===== src/rtl/sat_alu_pkg.sv =====
package sat_alu_pkg;

  typedef enum logic [4:0] {
    OP_ADD   = 5'd0,
    OP_ADDC  = 5'd1,
    OP_SUB   = 5'd2,
    OP_SUBB  = 5'd3,
    OP_RSUB  = 5'd4,
    OP_RSUBB = 5'd5,
    OP_NEGX  = 5'd6,
    OP_NEGY  = 5'd7,
    OP_INCY  = 5'd8,
    OP_DECY  = 5'd9,
    OP_PASSX = 5'd10,
    OP_PASSY = 5'd11,
    OP_ZERO  = 5'd12,
    OP_ABSX  = 5'd13,
    OP_AND   = 5'd14,
    OP_OR    = 5'd15,
    OP_XOR   = 5'd16,
    OP_NOTX  = 5'd17,
    OP_NOTY  = 5'd18
  } alu_op_e;

  typedef struct packed {
    logic az;
    logic an;
    logic ac;
    logic av;
    logic xs;
    logic aq;
  } alu_flags_t;

endpackage


===== src/rtl/sat_alu_adder.sv =====
module sat_alu_adder #(
  parameter int WIDTH = 16
) (
  input  logic [WIDTH-1:0] a,
  input  logic [WIDTH-1:0] b,
  input  logic             cin,
  output logic [WIDTH-1:0] sum,
  output logic             cout,
  output logic             ovf
);
  logic [WIDTH:0] full;

  always_comb begin
    full = {1'b0, a} + {1'b0, b} + {{WIDTH{1'b0}}, cin};
    sum  = full[WIDTH-1:0];
    cout = full[WIDTH];
    ovf  = (a[WIDTH-1] == b[WIDTH-1]) && (full[WIDTH-1] != a[WIDTH-1]);
  end
endmodule


===== src/rtl/sat_alu_core.sv =====
module sat_alu_core
  import sat_alu_pkg::*;
#(
  parameter int WIDTH = 16
) (
  input  logic [4:0]       opcode,
  input  logic [WIDTH-1:0] x,
  input  logic [WIDTH-1:0] y,
  input  logic             ci,
  output logic [WIDTH-1:0] res,
  output alu_flags_t       flags
);
  localparam logic [WIDTH-1:0] ZERO_W = '0;
  localparam logic [WIDTH-1:0] ONES_W = '1;

  logic [WIDTH-1:0] opa, opb, lres, sum;
  logic             cin, use_add, cout, ovf;

  // One shared adder; each arithmetic code only picks its operands.
  always_comb begin
    opa     = ZERO_W;
    opb     = ZERO_W;
    cin     = 1'b0;
    use_add = 1'b1;
    lres    = ZERO_W;
    case (alu_op_e'(opcode))
      OP_ADD:   begin opa = x; opb = y; end
      OP_ADDC:  begin opa = x; opb = y; cin = ci; end
      OP_SUB:   begin opa = x; opb = ~y; cin = 1'b1; end
      OP_SUBB:  begin opa = x; opb = ~y; cin = ci; end
      OP_RSUB:  begin opa = y; opb = ~x; cin = 1'b1; end
      OP_RSUBB: begin opa = y; opb = ~x; cin = ci; end
      OP_NEGX:  begin opb = ~x; cin = 1'b1; end
      OP_NEGY:  begin opb = ~y; cin = 1'b1; end
      OP_INCY:  begin opa = y; cin = 1'b1; end
      OP_DECY:  begin opa = y; opb = ONES_W; end
      OP_ABSX: begin
        if (x[WIDTH-1]) begin
          opb = ~x;
          cin = 1'b1;
        end else begin
          opa = x;
        end
      end
      OP_PASSX: begin use_add = 1'b0; lres = x; end
      OP_PASSY: begin use_add = 1'b0; lres = y; end
      OP_AND:   begin use_add = 1'b0; lres = x & y; end
      OP_OR:    begin use_add = 1'b0; lres = x | y; end
      OP_XOR:   begin use_add = 1'b0; lres = x ^ y; end
      OP_NOTX:  begin use_add = 1'b0; lres = ~x; end
      OP_NOTY:  begin use_add = 1'b0; lres = ~y; end
      default:  begin use_add = 1'b0; lres = ZERO_W; end
    endcase
  end

  sat_alu_adder #(.WIDTH(WIDTH)) u_add (
    .a    (opa),
    .b    (opb),
    .cin  (cin),
    .sum  (sum),
    .cout (cout),
    .ovf  (ovf)
  );

  always_comb begin
    res      = use_add ? sum : lres;
    flags.az = (res == ZERO_W);
    flags.an = res[WIDTH-1];
    flags.ac = use_add & cout;
    flags.av = use_add & ovf;
    flags.xs = x[WIDTH-1];
    flags.aq = 1'b0;
  end
endmodule


===== src/rtl/sat_alu_clamp.sv =====
module sat_alu_clamp #(
  parameter int WIDTH = 16
) (
  input  logic [WIDTH-1:0] raw,
  input  logic             sat_en,
  input  logic             av,
  input  logic             ac,
  output logic [WIDTH-1:0] load_val
);
  localparam logic [WIDTH-1:0] FULL_POS = {1'b0, {(WIDTH-1){1'b1}}};
  localparam logic [WIDTH-1:0] FULL_NEG = {1'b1, {(WIDTH-1){1'b0}}};

  always_comb begin
    if (sat_en && av) load_val = ac ? FULL_NEG : FULL_POS;
    else              load_val = raw;
  end
endmodule


===== src/rtl/sat_alu.sv =====
module sat_alu
  import sat_alu_pkg::*;
#(
  parameter int WIDTH = 16
) (
  input  logic             clk,
  input  logic             rst,
  input  logic             sat_en,
  input  logic [4:0]       opcode,
  input  logic [WIDTH-1:0] x_in,
  input  logic [WIDTH-1:0] y_in,
  output logic [WIDTH-1:0] r_out,
  output logic             az,
  output logic             an,
  output logic             ac,
  output logic             av,
  output logic             x_sign,
  output logic             aq
);
  logic [WIDTH-1:0] raw, load_val;
  alu_flags_t       nxt, flg_q;

  sat_alu_core #(.WIDTH(WIDTH)) u_core (
    .opcode (opcode),
    .x      (x_in),
    .y      (y_in),
    .ci     (flg_q.ac),
    .res    (raw),
    .flags  (nxt)
  );

  sat_alu_clamp #(.WIDTH(WIDTH)) u_clamp (
    .raw      (raw),
    .sat_en   (sat_en),
    .av       (nxt.av),
    .ac       (nxt.ac),
    .load_val (load_val)
  );

  always_ff @(posedge clk) begin
    if (rst) begin
      r_out <= '0;
      flg_q <= '0;
    end else begin
      r_out <= load_val;
      flg_q <= nxt;
    end
  end

  assign az     = flg_q.az;
  assign an     = flg_q.an;
  assign ac     = flg_q.ac;
  assign av     = flg_q.av;
  assign x_sign = flg_q.xs;
  assign aq     = flg_q.aq;
endmodule


===== config.mk =====
export PLATFORM = sky130hd
export DESIGN_NAME = sat_alu
export DESIGN_NICKNAME = d
export VERILOG_FILES = /design/src/rtl/sat_alu_pkg.sv /design/src/rtl/sat_alu_adder.sv /design/src/rtl/sat_alu_core.sv /design/src/rtl/sat_alu_clamp.sv /design/src/rtl/sat_alu.sv
export SDC_FILE = /design/constraint.sdc
export NUM_CORES = 1
export LEC_CHECK = 0
export ABC_AREA = 1
export BUFFER_PORTS_ARGS = -buffer_cell sky130_fd_sc_hd__buf_2
export CAP_MARGIN = 25
export CORE_MARGIN = 2
export CORE_UTILIZATION = 60
export CTS_BUF_LIST = sky130_fd_sc_hd__clkbuf_4
export CTS_CLUSTER_DIAMETER = 50
export DETAILED_ROUTE_END_ITERATION = 16
export GPL_TIMING_DRIVEN = 0
export HOLD_SLACK_MARGIN = 0.15
export PLACE_DENSITY = 0.83
export RECOVER_POWER = 100
export SYNTH_ARGS = -nofsm -noshare
export SYNTH_HDL_FRONTEND = slang
export SYNTH_SLANG_ARGS = --single-unit
export TNS_END_PERCENT = 100

===== constraint.sdc =====
create_clock -name clk -period 6.6 [get_ports clk]
set_input_delay 0 -clock clk [delete_from_list [all_inputs] [get_ports clk]]
set_output_delay 0 -clock clk [all_outputs]
set_load 0.05 [all_outputs]

; Word level (Yosys, flattened, before mapping)
; Cells that the tools add are included.
[op_classes]
n_eq_ne = 19
n_div = 0
reduce_logical = 12
bitwise_logic = 7
n_mux = 11
add_sub_neg = 2
magnitude_cmp = 0
shifts = 0
mul = 0
[ops]
columns = operator, n
row1 = $pmux W16 S7, 1
row2 = $pmux W16 S5, 1
row3 = $mux W16, 4
row4 = $pmux W16 S3, 1
row5 = $eq A5 B4 Y1 const B, 7
row6 = $not A16 Y16, 2
row7 = $eq A5 B3 Y1 const B, 4
row8 = $add A16 B16 Y17, 1
row9 = $add A17 B1 Y17, 1
row10 = $and A16 B16 Y16, 1
row11 = $logic_not A16 Y1, 1
row12 = $or A16 B16 Y16, 1
row13 = $xor A16 B16 Y16, 1
row14 = $eq A5 B5 Y1 const B, 3
row15 = $mux W15, 1
row16 = $reduce_or A11 Y1, 1
row17 = $eq A5 B2 Y1 const B, 2
row18 = $reduce_or A3 Y1, 3
row19 = $reduce_or A4 Y1, 2
row20 = $eq A5 B1 Y1 const B, 1
row21 = $logic_not A5 Y1, 1
row22 = $reduce_or A5 Y1, 1
row23 = $pmux W1 S3, 1
row24 = $and A1 B1 Y1, 2
row25 = 5 further kinds, 7
[totals]
latchBits = 0
memories = 0
romBits = 0
ram_bits = 0
input_bits = 40
out_inout_bits = 22
ff_bits = 22
wordCells = 58

; Longest topological paths before layout
; Gate-level depths: netlist of the first run.
[logic_depth]
depth_word = 10
depth_mapped = 26
mapped_depth_nobuf = 24

; By module
; From an unflattened synthesis of the first run, not the netlist that was laid out.
[unflattened]
cells_unflattened = 778
hier_area_um2 = 4231.6
[by_module_without_submodules]
columns = module, seq_area_each_um2, area_each_um2, instances, cells_per_inst
row1 = sat_alu_core, 0.0, 2503.7, 1, 514
row2 = sat_alu_adder, 0.0, 947.2, 1, 158
row3 = sat_alu, 440.4, 628.1, 1, 68
row4 = sat_alu_clamp, 0.0, 152.6, 1, 38

; Least setup slack after synthesis of the first run
; OpenSTA, ideal clock, no wires.
[synth_timing]
path_kind = input-to-reg
startpoint = input port opcode[1]
endpoint = register r_out[10]
n_path_buf = 3
t_arrival_ps = 3043
path_stages = 22
setup_slack_ps = 3487
setup_ps = 70
required_time_ps = 6530
cell_sequence = buf_4 > nand2_1 > nor2_2 > nand2_2 > nand2_2 > inv_2 > nand2_4 > a21oi_1 > buf_2 > o22ai_1 > fa_1 > fa_1 > nand3_1 > nand2_1 > nand2_1 > nand2_1 > nand3_1 > nand2_1 > nand2_1 > nand4_4 > buf_6 > a21oi_2
[synth_via]
elab_chain_len = 10
elab_cells_between_ends = 42
classes_between = add/sub (2) / eq/ne (19) / mux (8) / bitwise (2) / reduce/logical (11)
[synth_rtl]
columns = element, line
row1 = "start, declared", sat_alu.sv:9  ; input logic [4:0] opcode,
row2 = "$eq A5 B2 Y1, or another cell as far along", sat_alu_core.sv:26  ; case (alu_op_e'(opcode))
row3 = "$reduce_or A3 Y1 (no line), or another cell as far along", -
row4 = $pmux W16 S5 / $pmux W16 S3 (equally long branches), sat_alu_core.sv:26
row5 = $add A16 B16 Y17, sat_alu_adder.sv:14  ; full = {1'b0, a} + {1'b0, b} + {{WIDTH{1'b0}}, cin};
row6 = $add A17 B1 Y17, sat_alu_adder.sv:14
row7 = $ne A1 B1 Y1, sat_alu_adder.sv:17  ; ovf = (a[WIDTH-1] == b[WIDTH-1]) && (full[WIDTH-1] != a[WIDTH-1]);
row8 = $logic_and A1 B1 Y1, sat_alu_adder.sv:17
row9 = $and A1 B1 Y1, sat_alu_core.sv:70  ; flags.av = use_add & ovf;
row10 = $logic_and A1 B1 Y1, sat_alu_clamp.sv:14  ; if (sat_en && av) load_val = ac ? FULL_NEG : FULL_POS;
row11 = $mux W16 (*), sat_alu_clamp.sv:14
row12 = "end signal, assigned", sat_alu.sv:45  ; r_out <= load_val;
row13 = "end, declared", sat_alu.sv:12  ; output logic [WIDTH-1:0] r_out,
; Every way passes the cells marked *; elsewhere a longest branch is shown, timed or not.
; A chain may end at the register's enable or synchronous reset.

; Worst setup path after layout of the first run
[layout_timing]
startpoint = input port x_in[15]
endpoint = register r_out[8]
[layout_via]
elab_chain_len = 10
elab_cells_between_ends = 18
classes_between = add/sub (2) / eq/ne (2) / mux (9) / bitwise (3) / reduce/logical (2)
[layout_rtl]
columns = element, line
row1 = "start, declared", sat_alu.sv:10  ; input logic [WIDTH-1:0] x_in,
row2 = $not A16 Y16, -
row3 = $mux W16, sat_alu_core.sv:38  ; if (x[WIDTH-1]) begin
row4 = $pmux W16 S5, sat_alu_core.sv:26
row5 = $add A16 B16 Y17, sat_alu_adder.sv:14
row6 = $add A17 B1 Y17, sat_alu_adder.sv:14
row7 = $ne A1 B1 Y1, sat_alu_adder.sv:17
row8 = $logic_and A1 B1 Y1, sat_alu_adder.sv:17
row9 = $and A1 B1 Y1, sat_alu_core.sv:70
row10 = $logic_and A1 B1 Y1, sat_alu_clamp.sv:14
row11 = $mux W16 (*), sat_alu_clamp.sv:14
; Marked as above.

==> impl_metrics.tcl, run 1 <==
set metrics [dict create \
    outcome "finished clean" \
    finalPower_mw 0.460 \
    path_class "in2reg" \
    slowest_stage "dlygate4sd3_1" \
    synthArstFlopShare_pct 0 \
    drc 0 \
    syn_inst 701 \
    setup_viol 0 \
    worst_setup_path_start_kind "input port" \
    skew_ns 0.00725 \
    ys_types 39 \
    layout-drive-gt1-share_pct 12.7 \
    grt_antenna_before_repair 0 \
    slew_headroom_pct 39.9 \
    portBuffers 58 \
    finalWirelength_um 12600 \
    grt_use_total_pct 35.2 \
    power.switching_mw 0.224 \
    synth_flop_cell "dfxtp_1" \
    syn_nets 790 \
    ys_seq_elements 21 \
    p_leak_nw 2.43 \
    synth_edf_count 0 \
    slowest_delay_ns 0.53 \
    power.share.switching_pct 48.6 \
    clkPwrFrac_pct 13.0 \
    cts_setup_buffers 0 \
    clock_path_buffers 2 \
    final_antenna_net_count 0 \
    cts_max_level 1 \
    cts_resized 0 \
    cap_violations 0 \
    area_delta_synth_final_pct 9.79 \
    grt_overflow 0 \
    drv_slew 0 \
    clk_pin_slew_ns 0.11 \
    stdcell_area_um2 4320 \
    die_w_um 85.0 \
    grt_pass1_wl_um 20900 \
    grt_pass1_vias 4569 \
    powerDensity_nw_per_um2 107 \
    clockRootBuffer "clkbuf_4" \
    clock_latency_ns 0.30 \
    num_antenna_cells 0 \
    cts_made_buffers 3 \
    synth.avg_cell_area_um2 5.61 \
    synth_top_area_share_pct 24.5 \
    detail_route.wl_per_cell_um 14.9 \
    core_um2 6350 \
    fp-row-count 29 \
    arrival_ns 4.80 \
    tns_ns 0 \
    synth_commonest_cells "257 x nand2_1, 94 x inv_1, 66 x nor2_1, 47 x ha_1, 45 x nand3_1" \
    synth_area_um2 3940 \
    seq_area_frac_synth_pct 10.7 \
    cts_tree "yes" \
    crit_top_cell "nand2_1" \
    fill_cells 612 \
    hold_path_class "in2reg" \
    ctsHoldBuffers 3 \
    place_congestion 0.968 \
    vias 4829 \
    crit_path_end_kind "flip-flop" \
    drtIter0Drc 372 \
    yosysTopAreaCell "nand2_1" \
    grt_max_degree 13 \
    rsz0062_at_grt "no" \
    yosysMostFrequentCell "nand2_1" \
    drt-vias-per-instance 5.73 \
    critical_path_required_ns 6.84 \
    dr.pass1.iters 6 \
    ff2ff_setup_slack_ns 3.43 \
    cts_sinks 21 \
    fp.dieH_um 85.0 \
    combPwrFrac_pct 57.0 \
    fmax_ghz 0.220 \
    nets 856 \
    min_period_over_period_pct 69.0 \
    dpl_cell_area_um2 4320 \
    vdd_drop_max_mv 0.145 \
    yosysWarningCount 0 \
    internal-power_mw 0.236 \
    crit_path_max_fanout 10 \
    synthTopCellsByArea "nand2_1 25%, ha_1 15%, dfxtp_1 11%" \
    dpl.hpwl_um 9830 \
    io_pins 62 \
    dieArea_um2 7220 \
    start_util_pct 62.0 \
    hold_viol 0 \
    whs_ns 0.188 \
    seq_power_share_pct 30.0 \
    worst_slew_pin_slew_ns 0.896 \
    min_period_ns 4.55 \
    path_cells "dlygate4sd3_1, clkbuf_1, inv_1, a21oi_1, clkbuf_1, o22ai_1, fa_1, fa_1, nand3_1, nand2_1, nand2_1, nand2_1, nand3_1, nand2_1, nand2_1, nand4_1, clkbuf_1, a21oi_2" \
]
-- final cells by class --
cell class	count	area (um2)	share of cell area, %
Tap cell	77	96.3	2.23
Clock buffer	3	22.5	0.521
Inverter	105	394	9.12
Clock inverter	1	5.00	0.116
Buffer	17	90.1	2.09
Sequential cell	21	420	9.73
Multi-Input combinational cell	558	3000	69.4
Timing Repair Buffer	61	293	6.78
-- power groups by stage --
| stage | clock, mW | sequential [mW] | combinational (mW) |
|---|---|---|---|
| 6_report | 0.0599 | 0.138 | 0.262 |
| 3_3_place_gp | 0 | 0.140 | 0.253 |
| 5_1_grt | 0.0634 | 0.139 | 0.290 |
| 4_1_cts | 0.0592 | 0.138 | 0.261 |
| 2_1_floorplan | 0 | 0.175 | 0.153 |
| 3_5_place_dp | 0 | 0.141 | 0.258 |
-- layout by cell type, fill, tap and decap left out, types with 3 or more instances in the layout --
cell type,netlist,layout
o2111ai_1,11,11
a21oi_1,24,26
inv_2,11,11
nand3_1,45,45
ha_1,47,47
buf_2,7,42
nand2_2,8,8
o211ai_1,4,4
nand3_2,3,3
dfxtp_1,21,21
a21oi_2,12,10
o22ai_1,17,17
a22oi_1,6,6
o21ai_0,16,16
clkbuf_1,3,28
nand2_1,257,257
nor2_2,9,9
nand3b_1,3,3
nand2_4,3,3
clkbuf_4,0,3
nor3_1,4,4
inv_1,94,94
dlygate4sd3_1,0,3
nor2_1,66,66
buf_4,5,5
nand4_1,6,7
-- worst max-delay path, delay by kind of cell --
kind	cells	cell delay, ns
simple gates	8	0.95
fa+ha+maj	2	0.97
buf+inv	5	1.91
compound gates	3	0.94
-- sequential cells by signal, indices dropped and copies added, names as in the netlist --
| register | count |
|---|---|
| r_out | 16 |
| ac | 1 |
| an | 1 |
| av | 1 |
| az | 1 |
| x_sign | 1 |
-- cell families (layout without fill, tap and decap cells) --
group / Yosys count / after routing / share of synthesized area (%)
other cells: 1 / 1 / 0.0953
buf+inv: 122 / 187 / 12.5
xor+xnor: 2 / 2 / 0.445
compound gates: 98 / 98 / 16.2
simple gates: 408 / 408 / 44.0
flops: 21 / 21 / 10.7
fa+ha+maj: 49 / 49 / 16.0
-- final timing paths --
path	from	end	cells after the start
setup reg to reg	ac	r_out[8]	14
hold / removal	y_in[15]	av	6
hold reg to reg	ac	r_out[0]	7
setup / recovery	x_in[15]	r_out[8]	18
-- through the flow --
step / cells / setup WS, ns / utilization, %
2_1_floorplan: 701 / 3.49 / -
6_report: 843 / 2.05 / 68.0
3_3_place_gp: 836 / 2.87 / 68.1
5_1_grt: 843 / 1.89 / 68.0
3_5_place_dp: 836 / 2.80 / 68.1
4_1_cts: 843 / 2.87 / 69.0
-- layer usage --
layer	wire, um	vias to the layer above	track usage, %
li1	-	2374	-
met4	412	0	13.6
met3	1260	47	4.96
met5	0	-	0
met2	5770	285	60.7
met1	5140	2123	44.2
(Power assumes the default switching activity.)
==> run 2: changes to the inputs <==
- ABC_AREA: 1 -> 0
- CORE_UTILIZATION: 60 -> 54
- PLACE_DENSITY: 0.83 -> 0.79
- clock period: 6.6 -> 3.8 ns (I/O delays scaled with it)
==> impl_metrics.tcl, run 2 <==
set metrics [dict create \
    clock_path_buffers 2 \
    synthArstFlopShare_pct 0 \
    syn_inst 499 \
    path_cells "a221oi_2, nor2_1, a31oi_1, nor2_1, fa_2, fa_2, a21o_1, a221oi_4, o21ai_2, xnor2_2, a22oi_2, nor4_4, nand4_1, nor4b_2" \
    finalWirelength_um 12800 \
    clockRootBuffer "clkbuf_4" \
    min_period_over_period_pct 97.9 \
    skew_ns 0.00782 \
    ys_seq_elements 21 \
    met2_usage_pct 54.6 \
    dieArea_um2 7470 \
    nets 659 \
    dr.pass1.iters 6 \
    die_w_um 86.4 \
    min_period_ns 3.72 \
    synth_edf_count 0 \
    seq_area_um2 422 \
    syn_nets 588 \
    powerDensity_nw_per_um2 203 \
    synth.avg_cell_area_um2 7.35 \
    worst_slew_pin_slew_ns 0.965 \
    synth_top_area_share_pct 16.0 \
    cts_made_buffers 3 \
    num_antenna_cells 0 \
    synth_flop_cell "dfxtp_1" \
    seq_area_frac_synth_pct 11.5 \
    worst_setup_path_start_kind "flip-flop" \
    final_core_util_pct 63.4 \
    clk_pin_slew_ns 0.12 \
    tns_ns 0 \
    slowest_stage "fa_2" \
    path_class "reg2reg" \
    yosysWarningCount 0 \
    hold_viol 0 \
    slew_headroom_pct 35.3 \
    synth_area_um2 3670 \
    cts_sinks 21 \
    cap_violations 0 \
    fill_cells 618 \
    critical_path_required_ns 4.02 \
    drv_slew 0 \
    grt-busiest-layer "met2" \
    reg2reg_from "ac" \
    area_delta_synth_final_pct 15.4 \
    drtIter0Drc 468 \
    drt-vias-per-instance 6.76 \
    startpoint "ac" \
    outcome "finished clean" \
    crit_path_end_kind "flip-flop" \
    fp.dieH_um 86.4 \
    cts_tree "yes" \
    final_cell_mix "62 x a21oi_1, 52 x nor2_1, 47 x buf_2" \
    finalPower_mw 0.858 \
    dpl.hpwl_um 9350 \
    cts_max_level 1 \
    drc 0 \
    grt_use_total_pct 33.5 \
    grt_max_degree 20 \
    grt_antenna_before_repair 0 \
    ys_types 76 \
    largest_register "r_out" \
    crit_path_max_fanout 4 \
    place_congestion 0.975 \
    final_antenna_net_count 0 \
    hold_path_startpoint "x_in[11]" \
    detail_route.wl_per_cell_um 19.7 \
    layout_commonest_cell "a21oi_1" \
    use_met3_pct 3.90 \
    clock_latency_ns 0.31 \
    multiInputGateArea_um2 3020 \
    arrival_ns 3.94 \
    vdd_drop_max_mv 0.150 \
    start_util_pct 54.9 \
    io_pins 62 \
    yosysMostFrequentCell "a21oi_1" \
    fp-row-count 30 \
    hold_path_class "in2reg" \
    core_um2 6680 \
    p_leak_nw 1.93 \
    fmax_ghz 0.269 \
    layout-drive-gt1-share_pct 19.2 \
    grt_overflow 0 \
    grt_pass1_vias 4035 \
    synthTopCellsByArea "ha_1 16%, dfxtp_1 11%, a21oi_1 8.5%" \
    largest_reg_flops 16 \
    vias 4386 \
    grt_pass1_wl_um 20000 \
    synth_commonest_cells "62 x a21oi_1, 53 x nor2_1, 47 x ha_1, 38 x inv_1, 30 x nand2_1" \
    use_met1_pct 43.5 \
    yosysTopAreaCell "ha_1" \
    portBuffers 60 \
    slowest_delay_ns 0.42 \
    setup_viol 0 \
]
run 2: layout make-up:
class	instances	share of cell area, %
repair buffers	69	8.22
flip-flops and latches	21	9.96
multi-input cells	412	71.4
plain buffers	25	3.93
clock buffers	4	0.709
well taps	80	2.36
inverters	38	3.37
run 2: through the flow:
stage / area [um2] / cells / hold WS (ns) / setup WS (ns)
finish: 4230 / 649 / 0.239 / 0.0809
global route: 4230 / 649 / 0.259 / -0.0254
CTS: 4180 / 646 / 0.226 / 0.0236
detailed placement: 4070 / 639 / 0.263 / -0.969
global placement: 4070 / 639 / 0.273 / -0.901
floorplan: 3670 / 499 / 0.0785 / 0.208
run 2: critical path, delay by kind of cell, from the launching register on:
family | cells | cell delay, ns
AO/OA/AOI/OAI | 6 | 1.31
XOR/XNOR | 1 | 0.20
adder cells (fa/ha/maj) | 2 | 0.80
flip-flops | 1 | 0.35
AND/OR/NAND/NOR | 5 | 0.97
run 2: repair_timing:
item / 4_1_cts / 5_1_grt
pin swaps: 7 / 10
setup endpoints to repair: 19 / 18
gates resized for setup: 12 / 20
endpoints found under the hold margin: 21 / 0
hold buffers: 2 / 0
setup buffers: 3 / 3
run 2: power breakdown:
part / internal [mW] / total [mW] / leakage [nW] / switching, mW
sequential: 0.237 / 0.242 / 0.174 / 0.00425
combinational: 0.171 / 0.499 / 1.74 / 0.328
clock: 0.0481 / 0.117 / 0.0184 / 0.0687
run 2: layer usage:
layer | part of all wire, % | vias up
met5 | 0 | -
met4 | 5.0 | 0
met3 | 10 | 60
met2 | 45 | 293
met1 | 39 | 2018
li1 | - | 2015
run 2: logic make-up (layout without fill, tap and decap cells):
kind of cell	after synthesis	count (layout)	synth area share [%]
buffers and inverters	66	136	8.43
flip-flops	21	21	11.5
other	1	1	0.102
adder cells (fa/ha/maj)	49	49	17.1
AO/OA/AOI/OAI	184	184	35.2
XOR/XNOR	10	10	2.39
AND/OR/NAND/NOR	156	156	21.7
multiplexers	12	12	3.51
run 2: worst paths after layout:
check / to / slack [ns] / depth (start not counted)
setup reg to reg: az / 0.08 / 14
hold reg to reg: r_out[0] / 1.45 / 8
hold / removal: r_out[11] / 0.24 / 5
setup / recovery: az / 0.08 / 14
